$ cat config.mk
export PLATFORM = sky130hd
export DESIGN_NAME = fsk_serial_port
export DESIGN_NICKNAME = d
export VERILOG_FILES = /design/src/rtl/fsk_port_pkg.sv /design/src/rtl/fsk_edge_sync.sv /design/src/rtl/fsk_push_tx.sv /design/src/rtl/fsk_pull_tx.sv /design/src/rtl/fsk_serial_port.sv
export SDC_FILE = /design/constraint.sdc
export NUM_CORES = 1
export LEC_CHECK = 0
export ABC_AREA = 1
export BUFFER_PORTS_ARGS = -buffer_cell sky130_fd_sc_hd__buf_2
export CAP_MARGIN = 20
export CORE_AREA = 3 3 73 61
export DETAILED_ROUTE_END_ITERATION = 6
export DIE_AREA = 0 0 76 64
export PLACE_DENSITY = 0.65
export SLEW_MARGIN = 30
export SYNTH_ARGS = -nofsm -noshare
export SYNTH_HDL_FRONTEND = slang
export SYNTH_SLANG_ARGS = --single-unit
$ cat constraint.sdc
create_clock -name clk -period 2.5 [get_ports clk]
set_input_delay 0.5 -clock clk [delete_from_list [all_inputs] [get_ports clk]]
set_output_delay 0.5 -clock clk [all_outputs]
set_load 0.03 [all_outputs]
$ cat src/rtl/fsk_port_pkg.sv
package fsk_port_pkg;

    typedef enum logic {
        MODE_PUSH = 1'b0,
        MODE_PULL = 1'b1
    } port_mode_e;

    // State of the three output lines
    typedef struct packed {
        logic dclk;
        logic data;
        logic rdy_n;
    } wire3_t;

    localparam wire3_t WIRE3_IDLE = '{dclk: 1'b1, data: 1'b1, rdy_n: 1'b1};

    function automatic logic half_goes_low(input logic cur_half_lsb);
        // an even half-period index hands over to a low phase
        return ~cur_half_lsb;
    endfunction

endpackage

$ cat src/rtl/fsk_edge_sync.sv
module fsk_edge_sync (
    input  logic clk,
    input  logic rst,
    input  logic async_in,
    output logic rise,
    output logic fall
);
    logic s1, s2, s3;

    always_ff @(posedge clk) begin
        if (rst) begin
            s1 <= 1'b1;
            s2 <= 1'b1;
            s3 <= 1'b1;
        end else begin
            s1 <= async_in;
            s2 <= s1;
            s3 <= s2;
        end
    end

    assign rise = s2 & ~s3;
    assign fall = ~s2 & s3;
endmodule

$ cat src/rtl/fsk_push_tx.sv
module fsk_push_tx
    import fsk_port_pkg::*;
#(
    parameter int DATA_W = 8,
    parameter int DIV    = 4
) (
    input  logic              clk,
    input  logic              rst,
    input  logic              en,
    input  logic              carrier_ok,
    input  logic              load,
    input  logic [DATA_W-1:0] din,
    output wire3_t            lines
);
    localparam int HALVES = 2 * DATA_W;
    localparam int HW     = $clog2(HALVES + 1);
    localparam int TW     = (DIV > 1) ? $clog2(DIV) : 1;

    logic              busy;
    logic [HW-1:0]     hc;
    logic [TW-1:0]     tick;
    logic [DATA_W-1:0] sh;
    wire3_t            out_q;

    always_ff @(posedge clk) begin
        if (rst || !en || !carrier_ok) begin
            busy  <= 1'b0;
            hc    <= '0;
            tick  <= '0;
            sh    <= '0;
            out_q <= WIRE3_IDLE;
        end else if (!busy) begin
            if (load) begin
                busy        <= 1'b1;
                sh          <= din;
                hc          <= '0;
                tick        <= '0;
                out_q.rdy_n <= 1'b0;
            end
        end else if (tick == TW'(DIV - 1)) begin
            tick <= '0;
            if (hc == HW'(HALVES)) begin
                busy  <= 1'b0;
                out_q <= WIRE3_IDLE;
            end else begin
                hc         <= hc + 1'b1;
                out_q.dclk <= hc[0];
                if (half_goes_low(hc[0])) begin
                    out_q.data <= sh[0];
                    sh         <= sh >> 1;
                end
            end
        end else begin
            tick <= tick + 1'b1;
        end
    end

    assign lines = out_q;
endmodule

$ cat src/rtl/fsk_pull_tx.sv
module fsk_pull_tx
    import fsk_port_pkg::*;
#(
    parameter int DATA_W = 8
) (
    input  logic              clk,
    input  logic              rst,
    input  logic              en,
    input  logic              carrier_ok,
    input  logic              load,
    input  logic [DATA_W-1:0] din,
    input  logic              hrise,
    input  logic              hfall,
    output wire3_t            lines,
    output logic              ovr
);
    localparam int CW = $clog2(DATA_W + 1);

    logic [DATA_W-1:0] sh;
    logic [CW-1:0]     cnt;
    logic              rdy_n_q;
    logic              data_q;

    always_ff @(posedge clk) begin
        if (rst) begin
            sh      <= '0;
            cnt     <= '0;
            rdy_n_q <= 1'b1;
            data_q  <= 1'b1;
            ovr     <= 1'b0;
        end else if (!en || !carrier_ok) begin
            rdy_n_q <= 1'b1;
            cnt     <= '0;
        end else if (load) begin
            sh      <= din;
            data_q  <= din[0];
            cnt     <= '0;
            rdy_n_q <= 1'b0;
            if (!rdy_n_q) ovr <= 1'b1;
        end else if (!rdy_n_q) begin
            if (hrise) begin
                cnt <= cnt + 1'b1;
                if (cnt == CW'(DATA_W - 1)) rdy_n_q <= 1'b1;
            end else if (hfall && cnt != '0) begin
                sh     <= sh >> 1;
                data_q <= sh[1];
            end
        end
    end

    assign lines = '{dclk: 1'b1, data: data_q, rdy_n: rdy_n_q};
endmodule

$ cat src/rtl/fsk_serial_port.sv
module fsk_serial_port
    import fsk_port_pkg::*;
#(
    parameter int DATA_W = 8,
    parameter int DIV    = 4
) (
    input  logic              clk,
    input  logic              rst,
    input  logic              mode_sel,
    input  logic              carrier_n,
    input  logic [DATA_W-1:0] rx_byte,
    input  logic              rx_valid,
    input  logic              host_clk,
    output logic              dclk_o,
    output logic              data_o,
    output logic              ready_n,
    output logic              overrun
);
    port_mode_e mode;
    wire3_t     push_l, pull_l, sel_l;
    logic       hrise, hfall;

    assign mode = port_mode_e'(mode_sel);

    fsk_edge_sync u_sync (
        .clk(clk), .rst(rst), .async_in(host_clk),
        .rise(hrise), .fall(hfall)
    );

    fsk_push_tx #(.DATA_W(DATA_W), .DIV(DIV)) u_push (
        .clk(clk), .rst(rst), .en(mode == MODE_PUSH),
        .carrier_ok(~carrier_n), .load(rx_valid), .din(rx_byte),
        .lines(push_l)
    );

    fsk_pull_tx #(.DATA_W(DATA_W)) u_pull (
        .clk(clk), .rst(rst), .en(mode == MODE_PULL),
        .carrier_ok(~carrier_n), .load(rx_valid), .din(rx_byte),
        .hrise(hrise), .hfall(hfall), .lines(pull_l), .ovr(overrun)
    );

    assign sel_l   = (mode == MODE_PUSH) ? push_l : pull_l;
    assign dclk_o  = sel_l.dclk;
    assign data_o  = sel_l.data;
    assign ready_n = sel_l.rdy_n;
endmodule

==> flow_summary_export.csv <==
group,metric,value,unit
worst_setup_path,cp_data_arrival_time,1.11,ns
place,dp_cells,301,
worst_setup_path,crit_chain,"buf_2, inv_2, nand2_1, o21ai_0, buf_2",
timing,worst_slew_pin_slew,0.5287,ns
cells_and_area,final_util,51.32,%
worst_setup_path,slowest_stage,"buf_2",
yosys,synth.avg_cell_area,7.438,um2
timing,hold_ws,0.3918,ns
floorplanning,die-area,4864,um2
detailed_routing,met3WireLength,118,um
cts,cts.clk_slew.worst_paths,0.07,ns
timing,drv_slew,0,
place,dp_hpwl,2623,um
timing,grt_setup_unrepaired,"false",
worst_setup_path,cp_common_cell,"buf_2",
detailed_routing,route.vias.total,1484,
pwr,leakagePower,0.8197,nW
timing,max_freq,621.0,MHz
worst_setup_path,worstPathMaxFanout,5,
cells_and_area,final_area,1939,um2
place,placed_area,1862,um2
cells_and_area,drive_above_1_share,15.42,%
outcome,status,"completed",
cells_and_area,multi_input_area,912.1,um2
min_path,hold_class,"in -> reg",
floorplanning,initial_utilization,46.06,%
global_routing,antenna_found_initial,0,
worst_setup_path,critical-path-top-delay-family,"buffers and inverters",
min_path,hold_start,"host_clk",
worst_setup_path,r2r-start,"u_push.busy$_SDFF_PP0_",
place,gp_congestion,0.7614,
worst_setup_path,max_stage_delay,0.22,ns
detailed_routing,drtIter0Drc,90,
global_routing,grt_overflow_total,0,
cts,cts_sinks,36,
pwr,power_density,563.4,nW/um2
worst_setup_path,critPathKind,"in -> out",
yosys,yosysSeqAreaShare,41.41,%
detailed_routing,drt_pass1_iterations,4,
cts,cts_resized,0,
global_routing,grt_max_degree,18,
worst_setup_path,required,2.00,ns
place,place_ws,0.8042,ns
cts,root_buffer,"clkbuf_8",
global_routing,grt.total_usage,16.26,%
run,maxCapViolCount,0,
pwr,power.total,1.093,mW
yosys,syn_inst,234,
worst_setup_path,cp-end-kind,"output port",
cts,htree_levels,2,
cts,cts_tree,"built",
cells_and_area,seq_area,720.7,um2
floorplanning,pin_count,18,
worst_setup_path,cp_num_buf_inv,3,
cts,cts_setup_buffers,0,
detailed_routing,final_antenna_net_count,0,
floorplanning,num_rows,20,
timing,period_share,64.42,%
detailed_routing,wl_met1,2050,um
cells_and_area,fillCellCount,390,
yosys,yosys.cell_types.count,26,
timing,setup_ws,0.8896,ns
cts,cts_buffers,5,
global_routing,grt_pass1_vias,1381,
detailed_routing,post_drt_wl_per_cell,11.57,um
cells_and_area,diodes,0,
timing,skew,0.005127,ns
cts,clk-insertion-delay-late,0.29,ns
worst_setup_path,cp-start-kind,"primary input",
cts,ctsLongestPathBuffers,2,
place,portBuffers,17,
global_routing,grt_pass1_wl,6244,um
yosys,syn_area,1740,um2
timing,hold_viol_final,0,
floorplanning,core,3779,um2
timing,report.final.setup_viol,0,
cells_and_area,final_cells,308,
floorplanning,die_h,64,um
cells_and_area,nNetsFinal,272,
floorplanning,dieWidth,76,um
yosys,synth_nets,253,
timing,layout_min_cycle_time,1.610,ns
detailed_routing,routed_wl,3564,um
timing,fin_setup_tns,0,ns
detailed_routing,viasPerCell,4.818,
detailed_routing,drc,0,
yosys,ys_warn_count,0,
detailed_routing,met2_length,1313,um
worst_setup_path,startpoint,"mode_sel",
cts,cts_hold_buffers,0,
timing,relSlewSlack,64.70,%
yosys,ys_seq_elements,36,
cells_and_area,area_growth_syn_to_layout,11.43,%
pwr,peakVddDrop,0.0002942,V
detailed_routing,top_layer,"met4",
-- report_power, final --
part / internal, mW / total, mW / switching (mW)
Combinational: 0.0376 / 0.107 / 0.0693
Sequential: 0.586 / 0.594 / 0.00784
Clock: 0.189 / 0.392 / 0.203
-- sequential cells by signal, indices dropped and copies added, names as in the netlist, 2 cells and up --
| register | flops |
|---|---|
| u_push.hc | 5 |
| u_pull.sh | 7 |
| u_push.lines | 3 |
| u_pull.cnt | 4 |
| u_push.sh | 8 |
| u_push.tick | 2 |
-- cells in the final DEF, fill, tap and decap left out, types with 6 or more instances in the layout --
cell     instances
nand2_1         61
dfxtp_1         36
nand3_1         23
a21oi_1         22
nor2_1          21
buf_2           17
inv_1           16
o21ai_0          9
nand4_1          8
mux2i_1          6
-- Yosys cell counts, drive strengths merged --
cell / instances / area share, %
mux2i: 6 / 3.5
nor4: 1 / 1.2
o211a: 1 / 0.58
or2: 3 / 1.1
dfxtp: 36 / 41
a31oi: 2 / 0.72
nand4: 9 / 3.6
nand3: 24 / 7.6
buf: 5 / 1.9
nor3: 1 / 0.58
and3: 1 / 0.36
a21oi: 22 / 6.3
inv: 19 / 4.1
nand2: 65 / 15
clkinv: 1 / 0.22
nor2: 22 / 5.2
ha: 5 / 3.6
o21ai: 10 / 3.1
o211ai: 1 / 0.43
-- routing by layer --
metal  global-route usage, %  vias up
met1                   23.27      637
met4                   8.824        0
met2                   22.35       23
li1                        -      817
met5                       0        -
met3                   3.803        7
-- cell type report --
class,count,area share [%]
Timing Repair Buffer,17,4.387
Inverter,20,3.871
Clock inverter,1,0.2581
Tap cell,55,3.548
Sequential cell,36,37.16
Clock buffer,6,3.742
Multi-Input combinational cell,173,47.03
-- final timing paths --
path / end / slack [ns] / cells after the start
setup / recovery: ready_n / 0.89 / 5
setup reg to reg: u_push.hc[3]$_SDFFE_PP0P_ / 0.98 / 7
hold / removal: u_sync.s1$_SDFF_PP1_ / 0.39 / 2
hold reg to reg: u_sync.s2$_SDFF_PP1_ / 0.42 / 1
-- cells by family after synthesis --
family                   Yosys count  synth area share (%)
AND/OR/NAND/NOR                  126                 34.22
flip-flops                        36                 41.41
buffers and inverters             25                 6.182
multiplexers                       6                 3.451
AO/OA/AOI/OAI                     36                 11.14
adder cells (fa/ha/maj)            5                 3.595
No activity file was read; power rests on OpenSTA's default activity.
